File: config.mk
export PLATFORM = sky130hd
export DESIGN_NAME = edge_comb_accum
export DESIGN_NICKNAME = d
export VERILOG_FILES = /design/src/rtl/cm_pkg.sv /design/src/rtl/cm_sync_edge.sv /design/src/rtl/cm_code_table.sv /design/src/rtl/cm_edge_select.sv /design/src/rtl/edge_comb_accum.sv
export SDC_FILE = /design/constraint.sdc
export NUM_CORES = 1
export LEC_CHECK = 0
export ABC_AREA = 1
export CORE_ASPECT_RATIO = 1.25
export CORE_UTILIZATION = 47
export CTS_BUF_LIST = sky130_fd_sc_hd__clkbuf_16
export DETAILED_ROUTE_END_ITERATION = 8
export GPL_TIMING_DRIVEN = 0
export HOLD_SLACK_MARGIN = 0.02
export PLACE_DENSITY = 0.67
export SYNTH_ARGS = -nofsm -noshare
export SYNTH_HDL_FRONTEND = slang
export SYNTH_HIERARCHICAL = 1
export SYNTH_SLANG_ARGS = --single-unit
File: constraint.sdc
create_clock -name clk -period 8 [get_ports clk]
set_input_delay 0.8 -clock clk [delete_from_list [all_inputs] [get_ports clk]]
set_output_delay 0.8 -clock clk [all_outputs]
set_load 0.005 [all_outputs]
File: src/rtl/cm_pkg.sv
package cm_pkg;
  typedef enum logic [1:0] {
    ACT_NONE = 2'b00,
    ACT_UP   = 2'b01,
    ACT_DOWN = 2'b10,
    ACT_RSVD = 2'b11
  } act_e;
endpackage

File: src/rtl/cm_sync_edge.sv
module cm_sync_edge #(
  parameter int W = 3
) (
  input  logic         clk,
  input  logic         rst,
  input  logic [W-1:0] din,
  output logic [W-1:0] prev_q,
  output logic [W-1:0] rise,
  output logic [W-1:0] fall
);
  logic [W-1:0] meta_q, sync_q;

  always_ff @(posedge clk) begin
    if (rst) begin
      meta_q <= '0;
      sync_q <= '0;
      prev_q <= '0;
    end else begin
      meta_q <= din;
      sync_q <= meta_q;
      prev_q <= sync_q;
    end
  end

  assign rise = sync_q & ~prev_q;
  assign fall = ~sync_q & prev_q;
endmodule

File: src/rtl/cm_code_table.sv
module cm_code_table #(
  parameter int ADDR_W = 4
) (
  input  logic              clk,
  input  logic              we,
  input  logic [ADDR_W-1:0] waddr,
  input  logic [3:0]        wdata,
  input  logic [ADDR_W-1:0] raddr,
  output logic [3:0]        rdata
);
  localparam int DEPTH = 2 ** ADDR_W;
  logic [3:0] mem [DEPTH];

  always_ff @(posedge clk) begin
    if (we) mem[waddr] <= wdata;
  end

  assign rdata = mem[raddr];
endmodule

File: src/rtl/cm_edge_select.sv
module cm_edge_select #(
  parameter int NUM_IN = 3,
  localparam int IDX_W = (NUM_IN > 1) ? $clog2(NUM_IN) : 1,
  localparam int ST_W  = NUM_IN - 1
) (
  input  logic [NUM_IN-1:0] rise,
  input  logic [NUM_IN-1:0] fall,
  input  logic [NUM_IN-1:0] level,
  input  logic [NUM_IN-1:0] sens_mask,
  input  logic [NUM_IN-1:0] mod_mask,
  output logic              hit,
  output logic [IDX_W-1:0]  win_idx,
  output logic              win_rise,
  output logic [ST_W-1:0]   win_state
);
  logic [NUM_IN-1:0]            ev;
  logic [NUM_IN-1:0]            lvl_m;
  logic [NUM_IN-1:0][ST_W-1:0]  st_arr;

  assign ev    = (rise | fall) & sens_mask;
  assign lvl_m = level & mod_mask;
  assign hit   = |ev;

  for (genvar g = 0; g < NUM_IN; g++) begin : g_line
    for (genvar j = 0; j < NUM_IN; j++) begin : g_bit
      if (j < g) begin : g_lo
        assign st_arr[g][j] = lvl_m[j];
      end else if (j > g) begin : g_hi
        assign st_arr[g][j-1] = lvl_m[j];
      end
    end
  end

  always_comb begin
    win_idx = '0;
    for (int i = NUM_IN - 1; i >= 0; i--) begin
      if (ev[i]) win_idx = IDX_W'(i);
    end
  end

  assign win_rise  = rise[win_idx];
  assign win_state = st_arr[win_idx];

  // the chosen line has an edge and no lower line has one
  always_comb begin
    if (hit) begin
      p_lowest_wins_r11: assert (ev[win_idx] &&
        ((ev & ((NUM_IN'(1) << win_idx) - NUM_IN'(1))) == '0));
    end
  end
endmodule

File: src/rtl/edge_comb_accum.sv
module edge_comb_accum #(
  parameter int NUM_IN = 3,
  parameter int ACC_W  = 8,
  localparam int IDX_W  = (NUM_IN > 1) ? $clog2(NUM_IN) : 1,
  localparam int ST_W   = NUM_IN - 1,
  localparam int ADDR_W = IDX_W + ST_W
) (
  input  logic              clk,
  input  logic              rst,
  input  logic              cfg_we,
  input  logic [ADDR_W-1:0] cfg_addr,
  input  logic [3:0]        cfg_data,
  input  logic [NUM_IN-1:0] sens_mask,
  input  logic [NUM_IN-1:0] mod_mask,
  input  logic              bit_mode,
  input  logic              latch_in,
  input  logic [NUM_IN-1:0] din,
  output logic [ACC_W-1:0]  acc_q,
  output logic              bit_q,
  output logic [ACC_W-1:0]  hold_q
);
  import cm_pkg::*;

  logic [NUM_IN-1:0] prev, rise, fall;
  logic              hit, win_rise;
  logic [IDX_W-1:0]  win_idx;
  logic [ST_W-1:0]   win_state;
  logic [3:0]        entry;
  act_e              code;

  cm_sync_edge #(.W(NUM_IN)) u_sync (
    .clk(clk), .rst(rst), .din(din),
    .prev_q(prev), .rise(rise), .fall(fall)
  );

  cm_edge_select #(.NUM_IN(NUM_IN)) u_sel (
    .rise(rise), .fall(fall), .level(prev),
    .sens_mask(sens_mask), .mod_mask(mod_mask),
    .hit(hit), .win_idx(win_idx), .win_rise(win_rise), .win_state(win_state)
  );

  cm_code_table #(.ADDR_W(ADDR_W)) u_tab (
    .clk(clk), .we(cfg_we), .waddr(cfg_addr), .wdata(cfg_data),
    .raddr({win_idx, win_state}), .rdata(entry)
  );

  assign code = act_e'(win_rise ? entry[1:0] : entry[3:2]);

  always_ff @(posedge clk) begin
    if (rst) begin
      acc_q  <= '0;
      bit_q  <= 1'b0;
      hold_q <= '0;
    end else begin
      if (latch_in) hold_q <= acc_q;
      if (hit) begin
        unique case (code)
          ACT_UP: begin
            if (bit_mode) bit_q <= 1'b1;
            else          acc_q <= acc_q + ACC_W'(1);
          end
          ACT_DOWN: begin
            if (bit_mode) bit_q <= 1'b0;
            else          acc_q <= acc_q - ACC_W'(1);
          end
          default: ;
        endcase
      end
    end
  end

  p_reset_r1: assert property (@(posedge clk)
    rst |=> (acc_q == '0) && !bit_q && (hold_q == '0));

  p_step_r2: assert property (@(posedge clk) disable iff (rst)
    !bit_mode |=> ((acc_q == $past(acc_q)) ||
                   (acc_q == $past(acc_q) + ACC_W'(1)) ||
                   (acc_q == $past(acc_q) - ACC_W'(1))) && $stable(bit_q));

  p_reserved_r3: assert property (@(posedge clk) disable iff (rst)
    (hit && (code == ACT_RSVD || code == ACT_NONE)) |=> $stable(acc_q) && $stable(bit_q));

  p_quiet_r7: assert property (@(posedge clk) disable iff (rst)
    !hit |=> $stable(acc_q) && $stable(bit_q));

  p_bit_mode_r8: assert property (@(posedge clk) disable iff (rst)
    bit_mode |=> $stable(acc_q));

  p_hold_r10: assert property (@(posedge clk) disable iff (rst)
    !latch_in |=> $stable(hold_q));
endmodule

# Word-level counts from Yosys, hierarchy flattened
# Memory sizes are Yosys's and may differ from the RTL's.
# Index checks and enable logic that the tools add are counted.
[word_totals] ff_bits=26 mem_bits_rw=64 in_bits=22 out_inout_bits=17 word_cells=43 n_memories=1
[classes] n_addsub=2 n_lt_le_gt_ge=1 eq_ne=6 muxes=16 bitwise=7 reduce_logical=4
[mem_list] name="u_tab.mem" depth=16 width=4 rd=1 rd_ports_with_merged_regs=0 write_ports=1 line="cm_code_table.sv:12" rtl="logic [3:0] mem [DEPTH];"
[ops] operator="$mux W8" count=2
[ops] operator="$pmux W8 S2" count=1
[ops] operator="$and A3 B3 Y3" count=4
[ops] operator="$mux W2" count=5
[ops] operator="$add A8 B1 Y8 const B" count=1
[ops] operator="$ne A2 B2 Y1 const B" count=4
[ops] operator="$reduce_and A4 Y1" count=2
[ops] operator="$sub A8 B1 Y8 const B" count=1
[ops] operator="$not A3 Y3" count=2
[ops] operator="$mux W1" count=5
[ops] operator="$bmux W2 S2" count=1
[ops] operator="$lt A2 B3 Y1 const B" count=1
[ops] operator="$or A3 B3 Y3" count=1
[ops] operator="$reduce_or A3 Y1" count=1
[ops] operator="$bmux W1 S2" count=1
[ops] operator="$eq A2 B1 Y1 const B" count=1
[ops] operator="$eq A2 B2 Y1 const B" count=1
[ops] operator="$pmux W1 S2" count=1
[ops] operator="$reduce_bool A2 Y1" count=1

# Depth between registers and ports, before layout
# Gate-level depths: netlist of run 1.
# An unclocked memory read counts as a cell.
[logic_depth] word_depth=14 mapped_depth=33 ltp_nobuf=31

# Cells and area by module
# The synthesis of run 1 kept the hierarchy.
[by_module_without_submodules] module="cm_code_table" instances=1 cells_each=286 area_each_um2=2886.5 seq_area_each_um2=1921.8
[by_module_without_submodules] module="edge_comb_accum" instances=1 cells_each=141 area_each_um2=1024.7 seq_area_each_um2=340.3
[by_module_without_submodules] module="cm_sync_edge" instances=1 cells_each=37 area_each_um2=292.8 seq_area_each_um2=180.2
[by_module_without_submodules] module="cm_edge_select" instances=1 cells_each=32 area_each_um2=173.9 seq_area_each_um2=0.0

# Least setup slack after synthesis of run 1
# OpenSTA, ideal clock, no wires.
[synth_path] path_type="input to register" startpoint="in sens_mask[2]" endpoint="reg acc_q[6]" setup_ns=0.115 t_arrival_ns=3.372 required_time_ns=7.885 path_slack_ns=4.514 stages=25 n_path_buf=2 cell_sequence="inv_1 nor2_2 nand3_4 clkinv_2 nand2_1 nand2_1 buf_6 inv_4 buf_4 nand3_1 nand3_1 nand3_1 nand2_1 o21ai_0 ha_1 inv_1 fa_1 inv_1 nand2_1 nand2_1 nand3b_1 nand3_1 nand2_1 nor2_1 nor2_1"
[synth_via] elab_chain_cells=11 elab_cells_between_ends=18 cone_classes="eq/ne: 4; mux: 9; bitwise: 1; reduce/logical: 3; memory: 1"
[synth_rtl] item="from (decl)" line="edge_comb_accum.sv:13" rtl="input logic [NUM_IN-1:0] sens_mask,"
[synth_rtl] item="$and A3 B3 Y3 *" line="cm_edge_select.sv:20" rtl="assign ev = (rise | fall) & sens_mask;"
[synth_rtl] item="$mux W2 * (3 in series)" line="cm_edge_select.sv:37" rtl="if (ev[i]) win_idx = IDX_W'(i);"
[synth_rtl] item="via win_idx[1]" line="edge_comb_accum.sv:26" rtl="logic [IDX_W-1:0] win_idx;"
[synth_rtl] item="$bmux W2 S2 *" line="cm_edge_select.sv:42" rtl="assign win_state = st_arr[win_idx];"
[synth_rtl] item="$mux W2 (not written as such) *" line="cm_edge_select.sv:42"
[synth_rtl] item="via win_state[1]" line="edge_comb_accum.sv:27" rtl="logic [ST_W-1:0] win_state;"
[synth_rtl] item="$mem_v2 Z16 W4 *"
[synth_rtl] item="via entry[2]" line="edge_comb_accum.sv:28" rtl="logic [3:0] entry;"
[synth_rtl] item="$mux W2 *" line="edge_comb_accum.sv:47" rtl="assign code = act_e'(win_rise ? entry[1:0] : entry[3:2]);"
[synth_rtl] item="$eq A2 B1 Y1 or $eq A2 B2 Y1 (tied branches)" line="edge_comb_accum.sv:57" rtl="unique case (code)"
[synth_rtl] item="$ne A2 B2 Y1 (no source line) or $reduce_bool A2 Y1 (tied branches)"
[synth_rtl] item="$reduce_and A4 Y1 (no source line)"
[synth_rtl] item="to (signal assigned)" line="edge_comb_accum.sv:60" rtl="else acc_q <= acc_q + ACC_W'(1);"
[synth_rtl] item="to (signal assigned)" line="edge_comb_accum.sv:64" rtl="else acc_q <= acc_q - ACC_W'(1);"
[synth_rtl] item="to (decl)" line="edge_comb_accum.sv:18" rtl="output logic [ACC_W-1:0] acc_q,"
# The timed path passes the listed nets; every way through them passes the cells marked *. The select of a mux whose other input is x is not followed.
# A chain may end at the register's enable or synchronous reset.

# Worst setup path in the final report of run 1
# Same ends and word-level chain as after synthesis.

==> flow_results.org, run 1 <==
** Route
- The routed layout has 3,223 vias.
- Initial detailed-routing violation count :: 95
- Number of routed nets with antenna violations :: 0
- The routed design has a little under 9000 µm of wire.
- After detailed routing, the number of vias per cell comes to ~4.8.
- Avg WL per Cell :: ~13 µm
- Number of remaining DRC errors :: 0
- Before antenna repair, the detailed router went through 4 iterations.

** Timing
- The tightest hold path in the finished design has a slack of about 0.40 ns.
- The count of final max-slew check failures was 0.
- Setup total negative slack on the finished layout was measured at 0 ns.
- The worst pin sits at a relative slew slack of a little over half.
- Setup repair after global routing left no endpoint under its margin.
- Final setup viols :: 0
- Measured slew at the worst slew-check pin :: 0.6784 ns
- Count of endpoints failing hold in the final timing report :: 0
- Final worst path period need :: about 4.3 ns
- Final cycle utilization of the critical path :: a little over half
- Maximum clock rate :: between 0.2 and 0.25 GHz
- Post-route clock skew :: ~0.0070 ns

** Worst setup path
- The kind of cell with the highest combined delay along the critical path is simple AND/OR/NAND/NOR gates.
- Slowest-stage cell, CP :: ha_1
- The worst setup path is of the in2reg kind.
- CP Data Required Time :: slightly above 8 ns
- Measured in cells, the most critical reg-to-reg path has a length of 27.
- Buffers & Inverters on Critical Path :: 8
- Most frequent cell on the critical path :: nand2_1
- Max incr delay on CP :: between 0.4 and 0.5 ns
- Critical path data arrival time :: roughly 4.5 ns
- The critical path crosses 26 cells after its start point.
- In this run the worst path has a maximum fanout of 10.
- STA classifies the critical path startpoint as a primary input.
- Critical Path Sink Type :: flop

** Logic synthesis
- Fraction of post-synthesis cell area in the top cell type by area :: between 40% and 50%
- Net count after synthesis :: around 530
- Synthesis produced 496 cells.
- Total standard cell area after synthesis :: between 4000 and 5000 µm²
- Flip-flop and latch count after synthesis :: 90
- Avg Cell Area, Syn :: between 8 and 9 µm²
- Top post-synthesis cells by area :: edfxtp_1 (44%), dfxtp_1 (12%), nand2_1 (11%)
- The synthesized design spends more area on one cell type than any other, namely edfxtp_1.
- Synthesis warning total :: 6
- Sequential fraction of the synthesis area :: a little under three fifths
- Post-synth cell types :: 38

** Global routing
- The first global-routing pass estimated approximately 14,000 µm of wire.
- The initial antenna violation count was 0.
- Grt total ovfl :: 0
- Tot GR Track Use :: between 20% and 30%
- Via count of the first global-routing pass :: slightly above 3,000
- Entering global routing, the biggest net connects 17 pins.

** CTS
- CTS sink count :: 90
- Clock latency of the later-clocked register in the worst-skew pair :: roughly 0.34 ns
- Clock edge transition at the registers on the reported setup and hold paths :: 0.06 ns
- Max H-tree Level :: 3
- TritonCTS built the clock tree.
- The cell sitting at the root of the clock tree is a clkbuf_16.
- For this design, the CTS-stage hold fixing added 0 buffers.
- Number of instances resized during post-cts repair :: 0
- Deepest clock path buffer count :: 2
- CTS buffer count :: 9
- Post-CTS repair timing setup buffer count :: 0

** Final layout
- For this run, the post-layout net count is approximately 580.
- Share of the core filled with cells :: a little under three fifths
- Leading cell type in the layout, fill and taps excluded :: nand2_1
- Layout Cell Area excl Fill :: 5186 µm²
- Growth of design area from synthesis to finish :: 18.46%
- 0 antenna diodes ended up in the layout.
- In the final layout, the share of cells above drive strength 1 is ~8.2%.
- Top library cells by usage in the layout, fill and taps aside :: nand2_1 (123), inv_1 (91), edfxtp_1 (64)

** Hold path
- The worst hold path belongs to the class reg2reg.
- The worst hold path passes through 2 cells.

** Die
- The floorplan has 39 rows.
- Area of the placeable core :: 9076 µm²
- The die covers slightly below 10,000 µm².
- Initial Util :: approximately 48%
- Top Ports :: 39
- Die extent in y :: roughly 110 µm
- Horizontal extent of the die :: around 88 µm

** Power
- In this run the static leakage power is 2.296 nW.
- In this run the power density over the cells is 194.7 nW/µm².
- Worst supply voltage drop on vdd :: roughly 0.12 mV

** Outcome
- Result of the run :: completed

** Placement
- The count of buffers added on input and output ports is 38.
- Placed inst area :: roughly 5000 µm²
- Detail Placement HPWL :: about 6400 µm
- At the end of routability-driven placement, the weighted congestion stood at just under 0.9.

** Run
- Max-cap violations in this run came to 0.
## final timing paths
check / start / endpoint / slack, ns
hold / removal: u_sync/meta_q[1] / u_sync/sync_q[1] / 0.40
setup / recovery: sens_mask[2] / acc_q[6] / 3.73
setup reg to reg: u_sync/sync_q[2] / acc_q[6] / 4.14
hold reg to reg: u_sync/meta_q[1] / u_sync/sync_q[1] / 0.40
## metal layers
metal  vias up  global-route usage, %  share of wire [%]
met4         0                  9.447                2.5
met5         -                      0                  0
met3        14                  4.429                4.0
li1       1671                      -                  -
met2        56                  34.78                 50
met1      1482                  23.36                 43
## per-stage QoR
stage,power (mW),setup slack [ns],std cells
floorplan,0.5930,4.514,496
global placement,0.6345,3.445,657
detailed placement,0.6364,3.381,657
CTS,1.020,3.732,673
global route,1.053,3.312,673
finish,1.010,3.730,673
## cell families (layout without fill, tap and decap cells)
| kind of cell | after synthesis | after routing | share of synthesized area (%) |
|---|---|---|---|
| DFF | 90 | 90 | 55.79 |
| xor gates and xnor gates | 1 | 1 | 0.2001 |
| AOI/OAI and AO/OA | 29 | 29 | 4.030 |
| and+or+nand+nor | 258 | 258 | 25.98 |
| buffers and inverters | 109 | 163 | 11.26 |
| adders and majority gates | 9 | 9 | 2.744 |
## final cells by class
class / instances / area (µm²)
multi-input combinational: 297 / 1443
buffer: 15 / 131.4
tap: 123 / 153.9
inverter: 94 / 361.6
clock inverter: 6 / 23.77
sequential: 90 / 2442
fill: 822 / 3890
clock buffer: 10 / 250.2
timing repair buffer: 38 / 380.4
## tightest hold or removal path: stages, from the launching register on
cell	delay, ns
dfxtp_1	0.29
inv_1	0.04
nor2_1	0.03
## power breakdown
group,internal [mW],switching [mW]
registers,0.513,0.00605
logic,0.0464,0.0612
clock network,0.223,0.160
## flip-flops by register name, summed over array words and instances (netlist names)
register       cells
bit_q              1
u_sync/meta_q      3
u_tab/mem         64
hold_q             8
acc_q              8
u_sync/sync_q      3
u_sync/prev_q      3
## cell usage after synthesis, drive strengths merged
master / number
nand3b: 8
o211ai: 2
o21ai: 16
nand4: 1
fa: 1
dfxtp: 26
nor2: 59
clkbuf: 2
or2: 3
nor4: 1
inv: 93
a21oi: 10
nand2: 124
nor3: 1
nand3: 61
edfxtp: 64
clkinv: 1
o21a: 1
xnor2: 1
buf: 13
ha: 8
Note: power is estimated with default switching activity, not from simulation.
==> run 2: changes to the inputs <==
--- a/config.mk
+++ b/config.mk
@@ -12,7 +12,7 @@
 export DETAILED_ROUTE_END_ITERATION = 8
 export GPL_TIMING_DRIVEN = 0
 export HOLD_SLACK_MARGIN = 0.02
-export PLACE_DENSITY = 0.67
+export PLACE_DENSITY = 0.7
 export SYNTH_ARGS = -nofsm -noshare
 export SYNTH_HDL_FRONTEND = slang
 export SYNTH_HIERARCHICAL = 1
==> constraint.sdc (replaced) <==
create_clock -name clk -period 3.55 [get_ports clk]
set_input_delay 0.355 -clock clk [delete_from_list [all_inputs] [get_ports clk]]
set_output_delay 0.355 -clock clk [all_outputs]
set_load 0.005 [all_outputs]
==> flow_results.org, run 2 (synthesis results as in run 1) <==
** Worst setup path
- The critical path is of the reg2reg type.
- R2r worst-path depth :: 30 (+11%)
- On the critical path, the stage with the largest delay is an instance of dfxtp_2.
- The data arrival time at the worst-slack endpoint is 3.63 ns (-0.88 ns).
- The peak per-stage delay on the critical path came to 0.36 ns (-0.10 ns).
- Launching element of the worst setup path :: u_sync/sync_q[1]
- Worst reg2reg startpoint :: u_sync/sync_q[1]
- The register-to-register path setup slack was 0.16 ns (-3.98 ns).
- The worst setup path is captured at a flop.
- Most frequent cell on the critical path :: nand2_1
- Kind of launch point of the worst setup path :: flop
- In this run the worst setup path terminates at acc_q[7].
- Peak fanout along the critical path :: 8 (-2)
- R2R Path End :: acc_q[7]
- The required time reported for the critical path endpoint came to 3.79 ns (-4.45 ns).

** Power
- The switching power was 0.5526 mW (+140%).
- Cell leakage power :: 2.440 nW (+6.3%)
- The fraction of power consumed by combinational cells came to 12.7% (+2.0 points).
- The design internal power is 1.846 mW (+140%).
- The switching share of power came to 23.04% (+0.51 points).
- Clock Power Share :: 38.5% (+0.5 points)
- The sequential power share came to 48.8% (-2.6 points).
- Worst supply voltage drop on vdd :: 0.3368 mV (+190%)
- Power density over the cells :: 425.3 nW/µm² (+120%)

** Timing
- The total negative setup slack came to 0 ns (unchanged).
- The worst path needs about 3.4 ns of the cycle, external delays included.
- Final setup viols :: 0 (unchanged)
- The worst hold slack is 0.3941 ns (-0.007446 ns).
- Count of endpoints failing hold in the final timing report :: 0 (unchanged)
- For this run, the top clock speed supported by timing is roughly 0.29 GHz.
- The count of final max-slew check failures was 0 (unchanged).
- Dividing the final minimum period by the clock period gives 95.53%.
- The relative max-transition margin was 56.45% (+1.8 points).
- Measured slew at the worst slew-check pin :: 0.6512 ns (-0.02714 ns)
- Post-route clock skew :: 0.01019 ns (+0.003237 ns)

** Final layout
- Post-layout net count :: 590 (+2.4%)
- The diode insertion count for antenna repair was 0 (unchanged).
- The number of flip-flops under the largest register name is 64 (unchanged).
- Register name with the most flops :: u_tab/mem
- Top Registers :: u_tab/mem (64), acc_q (8), hold_q (8)
- Growth of design area from synthesis to finish :: 28.81%
- Layout cells sized above 1 :: 18.79% (+11 points)
- The number of filler instances in the final layout is 756 (-8.0%).
- Top library cells by usage in the layout, fill and taps aside :: nand2_1 (113), inv_1 (83), edfxtp_1 (64)
- Count of placed standard cells in the final layout, fillers left out :: 687 (+2.1%)
- Share of the core filled with cells :: 62.13% (+5.0 points)
- Leading cell type in the layout, fill and taps excluded :: nand2_1
- Layout Cell Area excl Fill :: 5639 µm² (+8.7%)

** CTS
- CTS sink count :: 90 (unchanged)
- TritonCTS clock tree :: built
- The number of CTS-inserted buffers was 9 (unchanged).
- The maximum level of the CTS H-tree is 3 (unchanged).
- Library cell used as clock root buffer :: clkbuf_16
- The latest clock arrival within the worst-skew pair came to 0.34 ns (about the same).
- Clock edge transition at the registers on the reported setup and hold paths :: 0.06 ns (about the same)
- Deepest clock path buffer count :: 2 (unchanged)

** Die
- Die extent in y :: 109.9 µm (unchanged)
- Floorplan row count :: 39 (unchanged)
- The die width came to 88.33 µm (unchanged).
- Overall die area :: 9707 µm² (unchanged)
- The starting utilization of the core area was 48.24% (unchanged).
- Top Ports :: 39 (unchanged)
- The area of the core region came to 9076 µm² (unchanged).

** Global routing
- Grt total ovfl :: 0 (unchanged)
- Largest net degree at the start of global routing :: 17 (unchanged)
- Via count of the first global-routing pass :: 3,127 (+2.6%)
- The wire length of the first global-routing pass was 14,580 µm (+2.8%).
- The initial antenna violation count came to 0 (unchanged).
- The overall fraction of global-route tracks in use was 20.79% (+0.73 points).

** Placement
- The count of port buffers added during placement was 38 (unchanged).
- Detail Placement HPWL :: 6679 µm (+4.1%)
- The total placed instance area was 4912 µm² (unchanged).
- Placer Congestion :: 0.9507 (+7.8%)
- Number of cells after detailed placement :: 657 (unchanged)

** Route
- Via count :: 3,418 (+6.1%)
- The number of nets with antenna violations after detailed routing is 0 (unchanged).
- Router iterations before antenna repair :: 5 (+1)
- DR vias/cell :: 4.975 (+3.9%)
- Initial detailed-routing violation count :: 229 (+140%)
- The post-detailed-route DRC marker count is 0 (unchanged).
- Routed wire length :: 10,090 µm (+15%)
- The wire length per cell after detailed routing came to 14.69 µm (+12%).

** Outcome
- The run finished with clean final reports.

** Hold path
- Hold WC Path Type :: reg2reg

** Run
- Number of max-capacitance violations reported :: 0 (unchanged)
-- run 2: worst min-delay path by stage --
stage / slack (ns) / from / cells past startpoint / to
after floorplan: 0.39 / u_sync/meta_q[0] / 2 / u_sync/sync_q[0]
after global placement: 0.39 / u_sync/meta_q[1] / 2 / u_sync/sync_q[1]
after detailed placement: 0.39 / u_sync/meta_q[1] / 2 / u_sync/sync_q[1]
after CTS: 0.40 / u_sync/meta_q[1] / 2 / u_sync/sync_q[1]
after global routing: 0.41 / u_sync/meta_q[1] / 2 / u_sync/sync_q[1]
final: 0.39 / u_sync/meta_q[1] / 2 / u_sync/sync_q[1]
-- run 2: layout make-up --
class                      count  area (µm²)  share of cell area [%]
timing repair buffer          52       561.8                   9.962
multi-input combinational    297        1637                   29.02
clock inverter                 5       22.52                  0.3994
clock buffer                  11       275.3                   4.881
buffer                        15       163.9                   2.907
tap                          123       153.9                   2.729
sequential                    90        2450                   43.44
inverter                      94       375.4                   6.656
-- run 2: worst max-delay path: cells and delay by family, from the launching register on --
kind,cells,cell delay (ns)
compound gates,2,0.30
fa+ha+maj,2,0.43
buf+inv,8,0.80
flops,1,0.36
simple gates,18,1.39
-- run 2: per-stage QoR --
step / setup WS (ns) / power [mW]
2_1_floorplan: 0.3769 / 1.336
3_3_place_gp: -0.4778 / 1.429
3_5_place_dp: -0.5564 / 1.435
4_1_cts: 0.02720 / 2.360
5_1_grt: -0.08044 / 2.487
6_report: 0.1586 / 2.398
-- run 2: power by group through the flow --
stage          sequential, mW  clock (mW)  combinational [mW]
2_1_floorplan            1.19           0               0.147
3_3_place_gp             1.19           0               0.238
3_5_place_dp             1.19           0               0.244
4_1_cts                  1.17       0.939               0.252
5_1_grt                  1.17       0.978               0.336
6_report                 1.17       0.924               0.304
-- run 2: repair_timing --
item / in CTS / in global routing
hold buffers: 0 / 0
gates resized for setup: 9 / 66
hold endpoints to repair: 0 / 0
endpoints found under the setup margin: 5 / 6
cloned: 0 / 4
buffers inserted: 0 / 10
pin swaps: 0 / 27
-- run 2: metal layers --
| metal | share of wire (%) | wire, µm | global-route usage, % |
|---|---|---|---|
| met3 | 4.9 | 497 | 4.429 |
| met1 | 38 | 3884 | 22.36 |
| met2 | 51 | 5196 | 36.32 |
| met5 | 0 | 0 | 0 |
| met4 | 5.1 | 511 | 13.82 |
==> run 3: changes to the inputs <==
--- a/config.mk
+++ b/config.mk
@@ -6,6 +6,7 @@
 export NUM_CORES = 1
 export LEC_CHECK = 0
 export ABC_AREA = 1
+export CAP_MARGIN = 10
 export CORE_ASPECT_RATIO = 1.25
 export CORE_UTILIZATION = 47
 export CTS_BUF_LIST = sky130_fd_sc_hd__clkbuf_16
==> results of run 3 <==
Final layout, timing and power as in run 2 (identical DEF).
